[src/rtl/txtwin_addr.sv]
module txtwin_addr #(
  parameter int VIS_COLS   = 40,
  parameter int VIS_ROWS   = 25,
  parameter int PLANE_ROWS = 50,
  parameter int CELL_LINES = 8,
  parameter int ADDR_W     = 12
) (
  input  logic                          clk,
  input  logic                          rst_n,
  input  logic                          frame_start,
  input  logic                          char_en,
  input  logic [6:0]                    char_col,
  input  logic [$clog2(PLANE_ROWS)-1:0] char_row,
  input  logic [$clog2(CELL_LINES)-1:0] scan_line,
  input  logic                          wr_en,
  input  logic [2:0]                    wr_sel,
  input  logic [7:0]                    wr_data,
  output logic [ADDR_W-1:0]             mem_addr,
  output logic                          cursor_on
);
  // stride is fixed at 80 = 64 + 16, built from two shifts
  localparam int PLANE_COLS = 80;
  localparam int COL_W  = 7;
  localparam int ROW_W  = $clog2(PLANE_ROWS);
  localparam int LINE_W = $clog2(CELL_LINES);
  localparam int X_MAX  = PLANE_COLS - VIS_COLS;
  localparam int Y_MAX  = PLANE_ROWS - VIS_ROWS;

  logic [COL_W-1:0] xoff_new, xoff_act, cur_col, col_sum;
  logic [ROW_W-1:0] yoff_new, yoff_act, cur_row, row_sum;
  logic [7:0]       blink_n, blink_cnt;
  logic             line_mode, blink_vis;
  logic             in_win, shape_ok, hit;
  logic [ADDR_W-1:0] addr_next;

  assign col_sum   = char_col + xoff_act;
  assign row_sum   = char_row + yoff_act;
  assign addr_next = (ADDR_W'(row_sum) << 6) + (ADDR_W'(row_sum) << 4) + ADDR_W'(col_sum);
  assign in_win    = (char_col < COL_W'(VIS_COLS)) && (char_row < ROW_W'(VIS_ROWS));
  assign shape_ok  = !line_mode || (scan_line == LINE_W'(CELL_LINES - 1));
  assign hit       = in_win && shape_ok && blink_vis && (col_sum == cur_col) && (row_sum == cur_row);

  always_ff @(posedge clk) begin
    if (!rst_n) begin
      xoff_new  <= '0;
      yoff_new  <= '0;
      cur_col   <= '0;
      cur_row   <= '0;
      blink_n   <= '0;
      line_mode <= 1'b0;
    end else if (wr_en) begin
      case (wr_sel)
        3'd0: xoff_new  <= (wr_data > 8'(X_MAX)) ? COL_W'(X_MAX) : wr_data[COL_W-1:0];
        3'd1: yoff_new  <= (wr_data > 8'(Y_MAX)) ? ROW_W'(Y_MAX) : wr_data[ROW_W-1:0];
        3'd2: cur_col   <= wr_data[COL_W-1:0];
        3'd3: cur_row   <= wr_data[ROW_W-1:0];
        3'd4: blink_n   <= wr_data;
        3'd5: line_mode <= wr_data[0];
        default: ;
      endcase
    end
  end

  always_ff @(posedge clk) begin
    if (!rst_n) begin
      xoff_act  <= '0;
      yoff_act  <= '0;
      blink_cnt <= '0;
      blink_vis <= 1'b1;
    end else if (frame_start) begin
      xoff_act <= xoff_new;
      yoff_act <= yoff_new;
      if (blink_n == 8'd0) begin
        blink_cnt <= '0;
        blink_vis <= 1'b1;
      end else if (blink_cnt >= blink_n - 8'd1) begin
        blink_cnt <= '0;
        blink_vis <= !blink_vis;
      end else begin
        blink_cnt <= blink_cnt + 8'd1;
      end
    end
  end

  always_ff @(posedge clk) begin
    if (!rst_n) begin
      mem_addr  <= '0;
      cursor_on <= 1'b0;
    end else if (char_en) begin
      mem_addr  <= addr_next;
      cursor_on <= hit;
    end
  end
endmodule

[config.mk]
export PLATFORM = sky130hd
export DESIGN_NAME = txtwin_addr
export DESIGN_NICKNAME = d
export VERILOG_FILES = /design/src/rtl/txtwin_addr.sv
export SDC_FILE = /design/constraint.sdc
export NUM_CORES = 1
export LEC_CHECK = 0
export ABC_CLOCK_PERIOD_IN_PS = 13400
export BUFFER_PORTS_ARGS = -buffer_cell sky130_fd_sc_hd__buf_2
export CORE_MARGIN = 2
export CORE_UTILIZATION = 45
export CTS_CLUSTER_SIZE = 24
export DETAILED_ROUTE_END_ITERATION = 7
export PLACE_DENSITY = 0.62
export SLEW_MARGIN = 20
export SYNTH_ARGS = -nofsm -noshare
export SYNTH_HDL_FRONTEND = slang
export SYNTH_SLANG_ARGS = --single-unit
export TNS_END_PERCENT = 20
[constraint.sdc]
create_clock -name clk -period 13.4 [get_ports clk]
set_input_delay 3.35 -clock clk [delete_from_list [all_inputs] [get_ports clk]]
set_output_delay 3.35 -clock clk [all_outputs]
set_load 0.01 [all_outputs]
# Word-level counts from Yosys, hierarchy flattened

Index checks and enable logic that the tools add are counted.

Reduce and logical (&&, ||, !) cells: 18
Add/sub/neg operators: 6
Eq/ne operators: 8
Magnitude comparators: 5
Mux-type cells: 6

Operator list:

| kind                  | count |
|---|---|
| $mux W8               | 2 |
| $reduce_and A2 Y1     | 7 |
| $add A12 B10 Y12      | 1 |
| $add A12 B7 Y12       | 1 |
| $eq A3 B3 Y1 const B  | 3 |
| $add A8 B1 Y8 const B | 1 |
| $ge A8 B8 Y1          | 1 |
| $gt A8 B5 Y1 const B  | 1 |
| $gt A8 B6 Y1 const B  | 1 |
| $logic_not A8 Y1      | 1 |
| $sub A8 B1 Y8 const B | 1 |
| $add A7 B7 Y7         | 1 |
| $eq A7 B7 Y1          | 1 |
| $lt A7 B6 Y1 const B  | 1 |
| $mux W7               | 1 |
| $add A6 B6 Y6         | 1 |
| $eq A3 B2 Y1 const B  | 2 |
| $eq A6 B6 Y1          | 1 |
| $lt A6 B5 Y1 const B  | 1 |
| $mux W6               | 1 |
| $logic_and A1 B1 Y1   | 5 |
| $eq A3 B1 Y1 const B  | 1 |
| $logic_not A3 Y1      | 1 |
| $logic_not A1 Y1      | 2 |
| other kinds (3)       | 4 |

Bits in registers: 70
Input port bits: 32

# Longest topological paths before layout

Gate-level depths: netlist of the first run.

Depth in word-level cells: 6
Gate-level depth with buffers: 17
Mapped depth without buffers: 17

# Least setup slack after synthesis of the first run

No wires, ideal clock.

Kind: input -> register
From: input port char_col[0]
To: register mem_addr[11]
Library setup time: 91 ps
Arrival time: 6428 ps
Required time: 13309 ps
Setup slack: 6881 ps
Stages on the path: 16
Path buffers: 0
Cell sequence: ha_1 > inv_1 > fa_1 > nor2b_1 > o221a_2 > o21a_1 > nor2_1 > xnor2_1 > fa_1 > fa_1 > inv_1 > a21oi_1 > o21bai_1 > a31oi_1 > or2_1 > a311oi_1

Longest elaborated chain between the ends: 2

Ends and longest elaborated chain:

| what                   | line | RTL |
|---|---|---|
| start: declaration     | 12   | `input logic [6:0] char_col,` |
| $add A7 B7 Y7          | 36   | `assign col_sum = char_col + xoff_act;` |
| $add A12 B7 Y12        | 38   | `assign addr_next = (ADDR_W'(row_sum) << 6) + (ADDR_W'(row_sum) << 4) + ADDR_W'(col_sum);` |
| end signal: assignment | 90   | `mem_addr <= addr_next;` |
| end: declaration       | 18   | `output logic [ADDR_W-1:0] mem_addr,` |

Every way passes these cells.
A chain may end at the register's enable or synchronous reset.

# Worst setup path after layout of the first run

Ends and elaborated chain as after synthesis.

==> impl_metrics.env, run 1 <==
export IMPL_synth_edf_count=0
export IMPL_cts_root_buffer="clkbuf_8"
export IMPL_clock_latency_ns=0.35
export IMPL_power_switching_uw=138
export IMPL_p_int_uw=355
export IMPL_rsz0062_at_grt="false"
export IMPL_io_buffers=44
export IMPL_ys_flop_type="dfxtp_1"
export IMPL_design_area_um2=4610
export IMPL_vias_per_cell=5.41
export IMPL_grt_pass1_vias=3114
export IMPL_drc=0
export IMPL_coreArea_um2=8810
export IMPL_die_w_um=99.5
export IMPL_num_rows=34
export IMPL_drt_total_wl_um=9340
export IMPL_ys_ff_latch=70
export IMPL_synthesis_nets=537
export IMPL_stdcell_count=618
export IMPL_fmaxAchievable_ghz=0.153
export IMPL_min_period_ns=6.54
export IMPL_critPathLaunch="char_col[0]"
export IMPL_pwr_share_seq_pct=44.4
export IMPL_cts_buffers=9
export IMPL_grt_use_total_pct=19.2
export IMPL_ys_warn_count=0
export IMPL_grt_pass1_wl_um=15000
export IMPL_start_util_pct=46.6
export IMPL_cts_resized=0
export IMPL_cp_endpoint="mem_addr[11]"
export IMPL_grt_max_degree=57
export IMPL_path_class="in2reg"
export IMPL_slew_headroom_pct=38.1
export IMPL_dpl_cell_area_um2=4390
export IMPL_antenna_found_initial=0
export IMPL_vias=3342
export IMPL_hpwl_um=7090
export IMPL_syn_to_final_growth_pct=12.3
export IMPL_startpoint_type="input port"
export IMPL_post_cts_setup_buffers=0
export IMPL_finalHoldViolCount=0
export IMPL_crit_fanout=4
export IMPL_p_leak_nw=2.07
export IMPL_crit_arrival_ns=6.79
export IMPL_cts_sinks=70
export IMPL_place_gp_congestion=0.894
export IMPL_hold_slack_ns=0.463
export IMPL_tightestPinTransition_ns=0.922
export IMPL_setup_tns_final_ns=0
export IMPL_dp_cells=602
export IMPL_clk_pin_slew_worst_paths_ns=0.08
export IMPL_synth_distinct_cells=58
export IMPL_regArea_um2=1400
export IMPL_finalCritPeriodShare_pct=48.8
export IMPL_drv_slew=0
export IMPL_power_density_nw_per_um2=107
export IMPL_status="complete, no violations"
export IMPL_insertedDiodeCount=0
export IMPL_reg2reg_from="xoff_act[0]"
export IMPL_rrSetupSlack_ns=9.58
export IMPL_setup_violations=0
export IMPL_num_nets_final=574
export IMPL_top_usage_layer="met2"
export IMPL_dieArea_um2=9910
export IMPL_multi_input_area_um2=2510
export IMPL_hold_class="reg2reg"
export IMPL_cts_buffer_depth=2
export IMPL_ys_seq_area_share_pct=34.1
export IMPL_pin_count=45
export IMPL_ir_drop_mv=0.0620
export IMPL_hold_buffers=0
export IMPL_clockPowerShare_pct=40.2
export IMPL_rr_worst_depth=16
export IMPL_syn_cell_area_um2=4110
export IMPL_die_h_um=99.5
export IMPL_fin_skew_ns=0.00814
export IMPL_switching_share_pct=28.0
export IMPL_p_comb_share_pct=15.4
export IMPL_drt_first_iter_violations=114
export IMPL_syn_area_per_cell_um2=8.78
export IMPL_cap_violations=0
export IMPL_met3_usage_pct=3.87
export IMPL_grt_overflow=0
export IMPL_worst_ep_required_time_ns=13.66
export IMPL_cts_tree="yes"
export IMPL_antenna_left=0
export IMPL_gr_usage_met2_pct=32.7
export IMPL_first_pass_iters=4
export IMPL_filler_cell_count=868
export IMPL_cts_max_level=3
export IMPL_gr_usage_met1_pct=24.7
export IMPL_rr_endpoint="mem_addr[11]"
export IMPL_power_total_uw=493
export IMPL_async_flop_share_pct=0
export IMPL_drive_gt1_share_pct=13.9
export IMPL_worst_setup_path_end_kind="flop"
export IMPL_routedWlPerCell_um=15.1
export IMPL_synth_cells=468
power groups by stage:
stage                     Combinational [mW]  Sequential (mW)  Clock (mW)
after floorplan                       0.0522            0.225           0
after global placement                0.0744            0.224           0
after detailed placement              0.0763            0.224           0
after CTS                             0.0767            0.219       0.204
after global routing                  0.0852            0.220       0.211
final                                 0.0759            0.219       0.198
worst min-delay path by stage:
stage	cells past startpoint	startpoint	slack, ns	end
5_1_grt	2	xoff_new[4]	0.49	xoff_new[4]
3_3_place_gp	2	xoff_new[4]	0.44	xoff_new[4]
6_report	2	xoff_new[4]	0.46	xoff_new[4]
3_5_place_dp	2	xoff_new[4]	0.46	xoff_new[4]
4_1_cts	2	xoff_new[4]	0.47	xoff_new[4]
2_1_floorplan	2	xoff_new[4]	0.43	xoff_new[4]
layout by cell type (no fill, tap or decap), drive strengths merged, types with 7 or more instances in the layout:
master / synthesis / final
xor2: 17 / 17
a211oi: 9 / 9
nand2: 36 / 36
clkbuf: 18 / 9
o21ai: 7 / 7
mux2i: 32 / 32
dfxtp: 70 / 70
nor3: 9 / 9
a21oi: 27 / 27
xnor2: 16 / 16
nor2: 74 / 74
buf: 2 / 46
inv: 27 / 30
ha: 33 / 33
registers in the layout (all words and copies together), names as in the netlist:
register,cells
xoff_act,7
cur_col,7
xoff_new,7
yoff_act,6
blink_vis,1
mem_addr,12
cur_row,6
line_mode,1
blink_n,8
cursor_on,1
blink_cnt,8
yoff_new,6
critical path, stage by stage:
cell      delay [ns]
buf_2           0.08
ha_1            0.17
inv_1           0.06
fa_1            0.41
nor2b_1         0.19
o221a_2         0.27
o21a_1          0.12
nor2_1          0.05
xnor2_1         0.15
fa_1            0.55
fa_1            0.48
inv_1           0.08
a21oi_1         0.06
o21bai_1        0.19
a31oi_1         0.13
or2_1           0.21
a311oi_1        0.24
through the flow:
stage | setup WS (ns) | utilization, %
after floorplan | 6.88 | -
after global placement | 6.61 | 49.8
after detailed placement | 6.54 | 49.8
after CTS | 6.90 | 52.4
after global routing | 6.66 | 52.4
final | 6.86 | 52.4
synth_stat cells, drive strengths merged (3+ instances only):
cell,count,area (um^2)
nor3,9,45.0
and3,5,31.3
nand3b,5,37.5
xnor2,16,140
ha,33,413
nand3,6,30.0
a311oi,4,35.0
nand4,6,37.5
nand2,36,135
nor2,74,280
o21a,3,22.5
o21ai,7,35.0
mux2i,32,320
a21oi,27,135
a22oi,6,45.0
nand2b,5,31.3
fa,4,80.1
a211oi,9,77.6
or3,3,23.8
xor2,17,149
a21o,4,30.0
and4,3,26.3
dfxtp,70,1400
clkbuf,18,77.6
inv,27,101
o21bai,5,37.5
nor4b,3,41.3
cell families after synthesis:
kind of cell             after synthesis  synth area share, %
buffers and inverters                 47                 4.72
multiplexers                          32                 7.80
adder cells (fa/ha/maj)               37                 12.0
AO/OA/AOI/OAI                         81                 14.1
AND/OR/NAND/NOR                      167                 19.7
XOR/XNOR                              34                 7.58
flip-flops                            70                 34.1
cell type report:
cell class / instances / share of cell area [%]
Tap cell: 108 / 2.93
Clock inverter: 7 / 2.28
Multi-Input combinational cell: 351 / 54.4
Sequential cell: 70 / 30.4
Inverter: 27 / 2.20
Clock buffer: 9 / 2.68
Timing Repair Buffer: 46 / 5.10
metal layers:
metal	vias up	wire [um]
met5	-	0
met4	0	135
met3	12	496
met2	78	4430
met1	1543	4280
li1	1709	-
Note: power is estimated with default switching activity, not from simulation.
==> inputs of run 2 (changes only) <==
--- a/config.mk
+++ b/config.mk
@@ -5,7 +5,8 @@
 export SDC_FILE = /design/constraint.sdc
 export NUM_CORES = 1
 export LEC_CHECK = 0
-export ABC_CLOCK_PERIOD_IN_PS = 13400
+export ABC_AREA = 1
+export ABC_CLOCK_PERIOD_IN_PS = 6700
 export BUFFER_PORTS_ARGS = -buffer_cell sky130_fd_sc_hd__buf_2
 export CORE_MARGIN = 2
 export CORE_UTILIZATION = 45
==> constraint.sdc (replaced) <==
create_clock -name clk -period 6.7 [get_ports clk]
set_input_delay 1.675 -clock clk [delete_from_list [all_inputs] [get_ports clk]]
set_output_delay 1.675 -clock clk [all_outputs]
set_load 0.01 [all_outputs]
==> run 2 against run 1 <==
Against the previous run:
- combinational power rose to 3.2 times the previous value
- final cell count rose by 13%
- critical endpoint unchanged
- non-clock buffer count fell by 2
- sequential cell count did not move
- highest routed layer unchanged
- clock power rose by 110%
- critical path depth rose by 1
==> impl_metrics.env, run 2 <==
export IMPL_place_gp_congestion=0.830
export IMPL_setup_violations=0
export IMPL_synth_top_cell_by_area="dfxtp_1"
export IMPL_hold_buffers=0
export IMPL_hpwl_um=6920
export IMPL_syn_to_final_growth_pct=13.2
export IMPL_synth_compound_area_share_pct=16.4
export IMPL_pin_count=45
export IMPL_io_buffers=44
export IMPL_power_switching_uw=325
export IMPL_vias_per_cell=5.01
export IMPL_yosysMostFrequentCell="nand2_1"
export IMPL_min_path_cells=2
export IMPL_regArea_um2=1400
export IMPL_dpl_cell_area_um2=4270
export IMPL_finalCritPeriodShare_pct=67.3
export IMPL_grt_pass1_wl_um=15500
export IMPL_async_flop_share_pct=0
export IMPL_final_common_cell="nand2_1"
export IMPL_synthMuxAreaShare_pct=0
export IMPL_power_density_nw_per_um2=246
export IMPL_synthTopCellsByArea="dfxtp_1, ha_1, o21ai_0"
export IMPL_die_w_um=98.1
export IMPL_antenna_found_initial=0
export IMPL_worst_ep_required_time_ns=6.95
export IMPL_drt_total_wl_um=9070
export IMPL_synth_edf_count=0
export IMPL_cts_max_level=3
export IMPL_ys_ff_latch=70
export IMPL_setup_tns_final_ns=0
export IMPL_status="complete, no violations"
export IMPL_rrSetupSlack_ns=3.24
export IMPL_coreArea_um2=8640
export IMPL_regMostFlops="mem_addr"
export IMPL_cts_root_buffer="clkbuf_8"
export IMPL_routedWlPerCell_um=13.0
export IMPL_start_util_pct=46.1
export IMPL_drc=0
export IMPL_final_cell_mix="nand2_1, nor2_1, inv_1, dfxtp_1, o21ai_0"
export IMPL_grt_use_total_pct=20.1
export IMPL_ys_warn_count=0
export IMPL_rr_endpoint="mem_addr[11]"
export IMPL_drive_gt1_share_pct=12.2
export IMPL_fmaxAchievable_ghz=0.222
export IMPL_pwr_share_seq_pct=40.6
export IMPL_design_area_um2=4510
export IMPL_ys_flop_type="dfxtp_1"
export IMPL_p_comb_share_pct=21.9
export IMPL_yosysTopAreaCellShare_pct=35.2
export IMPL_p_leak_nw=2.20
export IMPL_syn_area_per_cell_um2=7.31
export IMPL_synthAdderAreaFrac_pct=12.4
export IMPL_synthesis_nets=614
export IMPL_ys_top_cells_by_count="nand2_1, nor2_1, dfxtp_1, inv_1, o21ai_0"
export IMPL_startpoint_type="input port"
export IMPL_drt_first_iter_violations=172
export IMPL_die_h_um=98.1
export IMPL_yosys_area_share_simple_pct=21.5
export IMPL_synth_distinct_cells=34
export IMPL_drv_slew=0
export IMPL_largest_reg_flops=12
export IMPL_dieArea_um2=9620
export IMPL_power_total_mw=1.11
export IMPL_cts_resized=0
export IMPL_slew_headroom_pct=44.7
export IMPL_crit_arrival_ns=4.76
export IMPL_num_rows=34
export IMPL_whs_endpoint="xoff_new[6]"
export IMPL_fin_skew_ns=0.00895
export IMPL_insertedDiodeCount=0
export IMPL_setup_slack_ns=2.19
export IMPL_multi_input_area_um2=2240
export IMPL_synth_top_family_by_area="simple AND/OR/NAND/NOR gates"
export IMPL_post_cts_setup_buffers=0
export IMPL_synth_xor_area_share_pct=5.97
export IMPL_ys_seq_area_share_pct=35.2
export IMPL_grt_max_degree=58
export IMPL_cap_violations=0
export IMPL_worst_setup_path_end_kind="flop"
export IMPL_grt_pass1_vias=3315
export IMPL_syn_cell_area_um2=3980
export IMPL_ir_drop_mv=0.123
export IMPL_hold_class="reg2reg"
export IMPL_clockPowerShare_pct=37.5
export IMPL_first_pass_iters=4
export IMPL_clk_pin_slew_worst_paths_ns=0.08
export IMPL_switching_share_pct=29.3
export IMPL_cts_sinks=70
export IMPL_clock_latency_ns=0.35
export IMPL_place_ws_ns=1.80
export IMPL_rsz0062_at_grt="false"
export IMPL_vias=3493
export IMPL_min_from="xoff_new[6]"
export IMPL_filler_cell_count=847
export IMPL_min_period_ns=4.51
export IMPL_num_nets_final=653
export IMPL_reg2reg_from="xoff_act[0]"
export IMPL_rr_worst_depth=17
export IMPL_path_class="in2reg"
export IMPL_cts_buffers=9
export IMPL_cts_buffer_depth=2
export IMPL_grt_overflow=0
export IMPL_finalHoldViolCount=0
export IMPL_crit_fanout=3
export IMPL_antenna_left=0
export IMPL_p_int_uw=784
export IMPL_synth_cells=545
export IMPL_tightestPinTransition_ns=0.829
export IMPL_cts_tree="yes"
export IMPL_largestRegisters="mem_addr x12, blink_cnt x8, blink_n x8"
==> run 2: kinds of logic after synthesis <==
kind of cell             count (synthesis)
AND/OR/NAND/NOR                        200
adder cells (fa/ha/maj)                 37
buffers and inverters                   89
XOR/XNOR                                23
flip-flops                              70
AO/OA/AOI/OAI                          126
==> run 2: stage by stage <==
stage                     utilization [%]  cells  hold slack [ns]
after floorplan                         -    545            0.415
after global placement               49.4    681            0.424
after detailed placement             49.4    681            0.429
after CTS                            52.2    697            0.452
after global routing                 52.2    697            0.488
final                                52.2    697            0.443
==> run 2: worst max-delay path: stages <==
cell and delay (ns):
buf_2 0.08, ha_1 0.17, inv_1 0.06, fa_1 0.41
inv_1 0.11, nand4_1 0.11, nand3_2 0.09, xor2_2 0.19
inv_1 0.08, fa_1 0.51, fa_1 0.47, o21ai_0 0.30
nand2_1 0.08, nand2_1 0.07, a21oi_1 0.07, xnor2_1 0.12
o21ai_0 0.13, inv_1 0.05
==> run 2: routing by layer <==
metal / part of all wire [%] / global-route usage (%) / wire length (um) / up-vias
met5: 0 / 0 / 0 / -
li1: - / - / - / 1865
met2: 45 / 32.0 / 4050 / 57
met1: 50 / 26.9 / 4550 / 1559
met4: 1.7 / 7.16 / 157 / 0
met3: 3.5 / 4.15 / 315 / 12
==> run 2: cell type report <==
type / count / share of cell area (%)
Timing Repair Buffer: 44 / 4.89
Clock buffer: 10 / 2.83
Tap cell: 108 / 3.00
Inverter: 73 / 6.08
Multi-Input combinational cell: 386 / 49.7
Sequential cell: 70 / 31.1
Clock inverter: 6 / 2.44
==> run 2: power groups by stage <==
stage                     Combinational, mW  Clock (mW)  Sequential [mW]
after global placement                0.240           0            0.461
after detailed placement              0.244           0            0.461
final                                 0.243       0.416            0.451
after global routing                  0.285       0.441            0.454
after CTS                             0.246       0.426            0.451
after floorplan                       0.175           0            0.464
==> run 2: worst max path at each step <==
stage / startpoint / end / cells after the start
5_1_grt: char_col[0] / mem_addr[11] / 18
3_3_place_gp: char_col[0] / mem_addr[11] / 18
4_1_cts: char_col[0] / mem_addr[11] / 18
6_report: char_col[0] / mem_addr[11] / 18
2_1_floorplan: char_col[0] / mem_addr[11] / 17
3_5_place_dp: char_col[0] / mem_addr[11] / 18
==> inputs of run 3 (changes only) <==
--- a/config.mk
+++ b/config.mk
@@ -6,13 +6,13 @@
 export NUM_CORES = 1
 export LEC_CHECK = 0
 export ABC_AREA = 1
-export ABC_CLOCK_PERIOD_IN_PS = 6700
+export ABC_CLOCK_PERIOD_IN_PS = 3900
 export BUFFER_PORTS_ARGS = -buffer_cell sky130_fd_sc_hd__buf_2
 export CORE_MARGIN = 2
 export CORE_UTILIZATION = 45
 export CTS_CLUSTER_SIZE = 24
 export DETAILED_ROUTE_END_ITERATION = 7
-export PLACE_DENSITY = 0.62
+export PLACE_DENSITY = 0.64
 export SLEW_MARGIN = 20
 export SYNTH_ARGS = -nofsm -noshare
 export SYNTH_HDL_FRONTEND = slang
==> constraint.sdc (replaced) <==
create_clock -name clk -period 3.9 [get_ports clk]
set_input_delay 0.975 -clock clk [delete_from_list [all_inputs] [get_ports clk]]
set_output_delay 0.975 -clock clk [all_outputs]
set_load 0.01 [all_outputs]
==> run 3 against run 2 <==
Against the previous run:
- via count rose by 2.2%
- utilization grew 0.41 points
- critical path depth increased by 1
- setup slack got worse by 1.9 ns
- clock power rose by 38%
- sequential cell count is the same
- routed wire length up 0.44%
- count of clock-buffer cells in the layout unchanged
- non-clock buffer count grew 11
- critical endpoint is now mem_addr[10]
- highest routed layer unchanged
==> impl_metrics.env, run 3 (synthesized netlist as in run 2, its figures left out) <==
export IMPL_grt_max_degree=31
export IMPL_grt_use_total_pct=19.9
export IMPL_critPathSlowestCell="fa_1"
export IMPL_cts_buffers=9
export IMPL_die_h_um=98.1
export IMPL_grt_pass1_wl_um=15500
export IMPL_worst_setup_path_end_kind="flop"
export IMPL_vias_per_cell=5.04
export IMPL_stdcell_count=708
export IMPL_rsz0062_at_grt="false"
export IMPL_cap_violations=0
export IMPL_antenna_found_initial=0
export IMPL_finalHoldViolCount=0
export IMPL_min_period_ns=3.60
export IMPL_power_total_mw=1.80
export IMPL_grt_pass1_vias=3418
export IMPL_finalCritPeriodShare_pct=92.4
export IMPL_place_gp_congestion=0.874
export IMPL_tightestPinTransition_ns=0.691
export IMPL_slowest_delay_ns=0.57
export IMPL_drt_total_wl_um=9110
export IMPL_die_w_um=98.1
export IMPL_power_density_nw_per_um2=396
export IMPL_largest_reg_flops=12
export IMPL_ir_drop_mv=0.187
export IMPL_routedWlPerCell_um=12.9
export IMPL_dpl_cell_area_um2=4350
export IMPL_filler_cell_count=868
export IMPL_drt_first_iter_violations=185
export IMPL_setup_slack_ns=0.296
export IMPL_coreArea_um2=8640
export IMPL_cp_cell_sequence="buf_2 > ha_1 > inv_1 > fa_1 > inv_1 > nand4_1 > nand3_2 > xor2_2 > inv_1 > fa_1 > inv_1 > ha_1 > nand3_1 > nand2_1 > a21oi_1 > o21ai_0 > xor2_1 > o21ai_0 > inv_1"
export IMPL_largestRegisters="mem_addr x12, blink_cnt x8, blink_n x8"
export IMPL_design_area_um2=4540
export IMPL_p_leak_nw=2.24
export IMPL_path_class="in2reg"
export IMPL_cts_root_buffer="clkbuf_8"
export IMPL_drc=0
export IMPL_vias=3571
export IMPL_num_rows=34
export IMPL_dieArea_um2=9620
export IMPL_regMostFlops="mem_addr"
export IMPL_start_util_pct=46.1
export IMPL_antenna_left=0
export IMPL_crit_fanout=2
export IMPL_cpMostUsedCell="inv_1"
export IMPL_worst_ep_required_time_ns=4.14
export IMPL_setup_tns_final_ns=0
export IMPL_insertedDiodeCount=0
export IMPL_crit_arrival_ns=3.85
export IMPL_io_buffers=44
export IMPL_num_nets_final=664
export IMPL_fin_skew_ns=0.0123
export IMPL_setup_violations=0
export IMPL_fmaxAchievable_ghz=0.278
export IMPL_hpwl_um=7140
export IMPL_cts_sinks=70
export IMPL_final_cell_mix="nand2_1, nor2_1, inv_1, dfxtp_1, o21ai_0"
export IMPL_status="complete, no violations"
export IMPL_clk_pin_slew_worst_paths_ns=0.08
export IMPL_clock_latency_ns=0.34
export IMPL_pin_count=45
export IMPL_hold_class="reg2reg"
export IMPL_cts_buffer_depth=2
export IMPL_dp_cells=692
export IMPL_syn_to_final_growth_pct=14.0
export IMPL_cts_tree="yes"
export IMPL_place_ws_ns=-0.125
export IMPL_cts_max_level=3
export IMPL_drv_slew=0
export IMPL_first_pass_iters=5
export IMPL_grt_overflow=0
export IMPL_final_common_cell="nand2_1"
export IMPL_slew_headroom_pct=53.8
export IMPL_rrSetupSlack_ns=0.66
export IMPL_drive_gt1_share_pct=13.8
export IMPL_startpoint_type="input port"
run 3: path summary, 6_finish.rpt:
kind,start,end,cells after the start
hold reg to reg,yoff_new[5],yoff_new[5],2
setup / recovery,char_col[0],mem_addr[10],19
setup reg to reg,xoff_act[0],mem_addr[10],18
hold / removal,yoff_new[5],yoff_new[5],2
run 3: timing repair:
action	4_1_cts	5_1_grt
endpoints found under the setup margin	0	1
buffers inserted	0	0
gates resized for setup	0	1
hold buffers	0	0
run 3: area by class of cell:
type	instances	area [um^2]	share of cell area [%]
sequential	70	1400	30.9
multi-input combinational	386	2240	49.3
timing repair buffer	55	303	6.67
clock buffer	10	128	2.81
inverter	73	274	6.03
clock inverter	6	62.6	1.38
tap	108	135	2.98
run 3: worst max-delay path, delay by kind of cell:
family	cells	cell delay [ns]
buffers and inverters	6	0.43
and+or+nand+nor	4	0.35
xor gates and xnor gates	2	0.31
adders and majority gates	4	1.39
AOI/OAI and AO/OA	3	0.38
run 3: where the power goes:
part / leakage (nW) / total (mW) / switching [mW] / internal, mW
Combinational: 1.57 / 0.445 / 0.254 / 0.191
Clock: 0.100 / 0.576 / 0.281 / 0.295
Sequential: 0.572 / 0.775 / 0.0207 / 0.754
run 3: through the flow:
stage | util [%] | hold WS (ns)
final | 52.6 | 0.440
after CTS | 52.6 | 0.444
after global routing | 52.6 | 0.467
after detailed placement | 50.4 | 0.433
after global placement | 50.4 | 0.424
after floorplan | - | 0.415
run 3: routing by layer:
metal | wire [um] | GRT usage (%) | vias up
li1 | - | - | 1886
met1 | 4380 | 25.7 | 1603
met2 | 4280 | 33.7 | 72
met3 | 312 | 3.01 | 10
met4 | 131 | 7.37 | 0
met5 | 0 | 0 | -
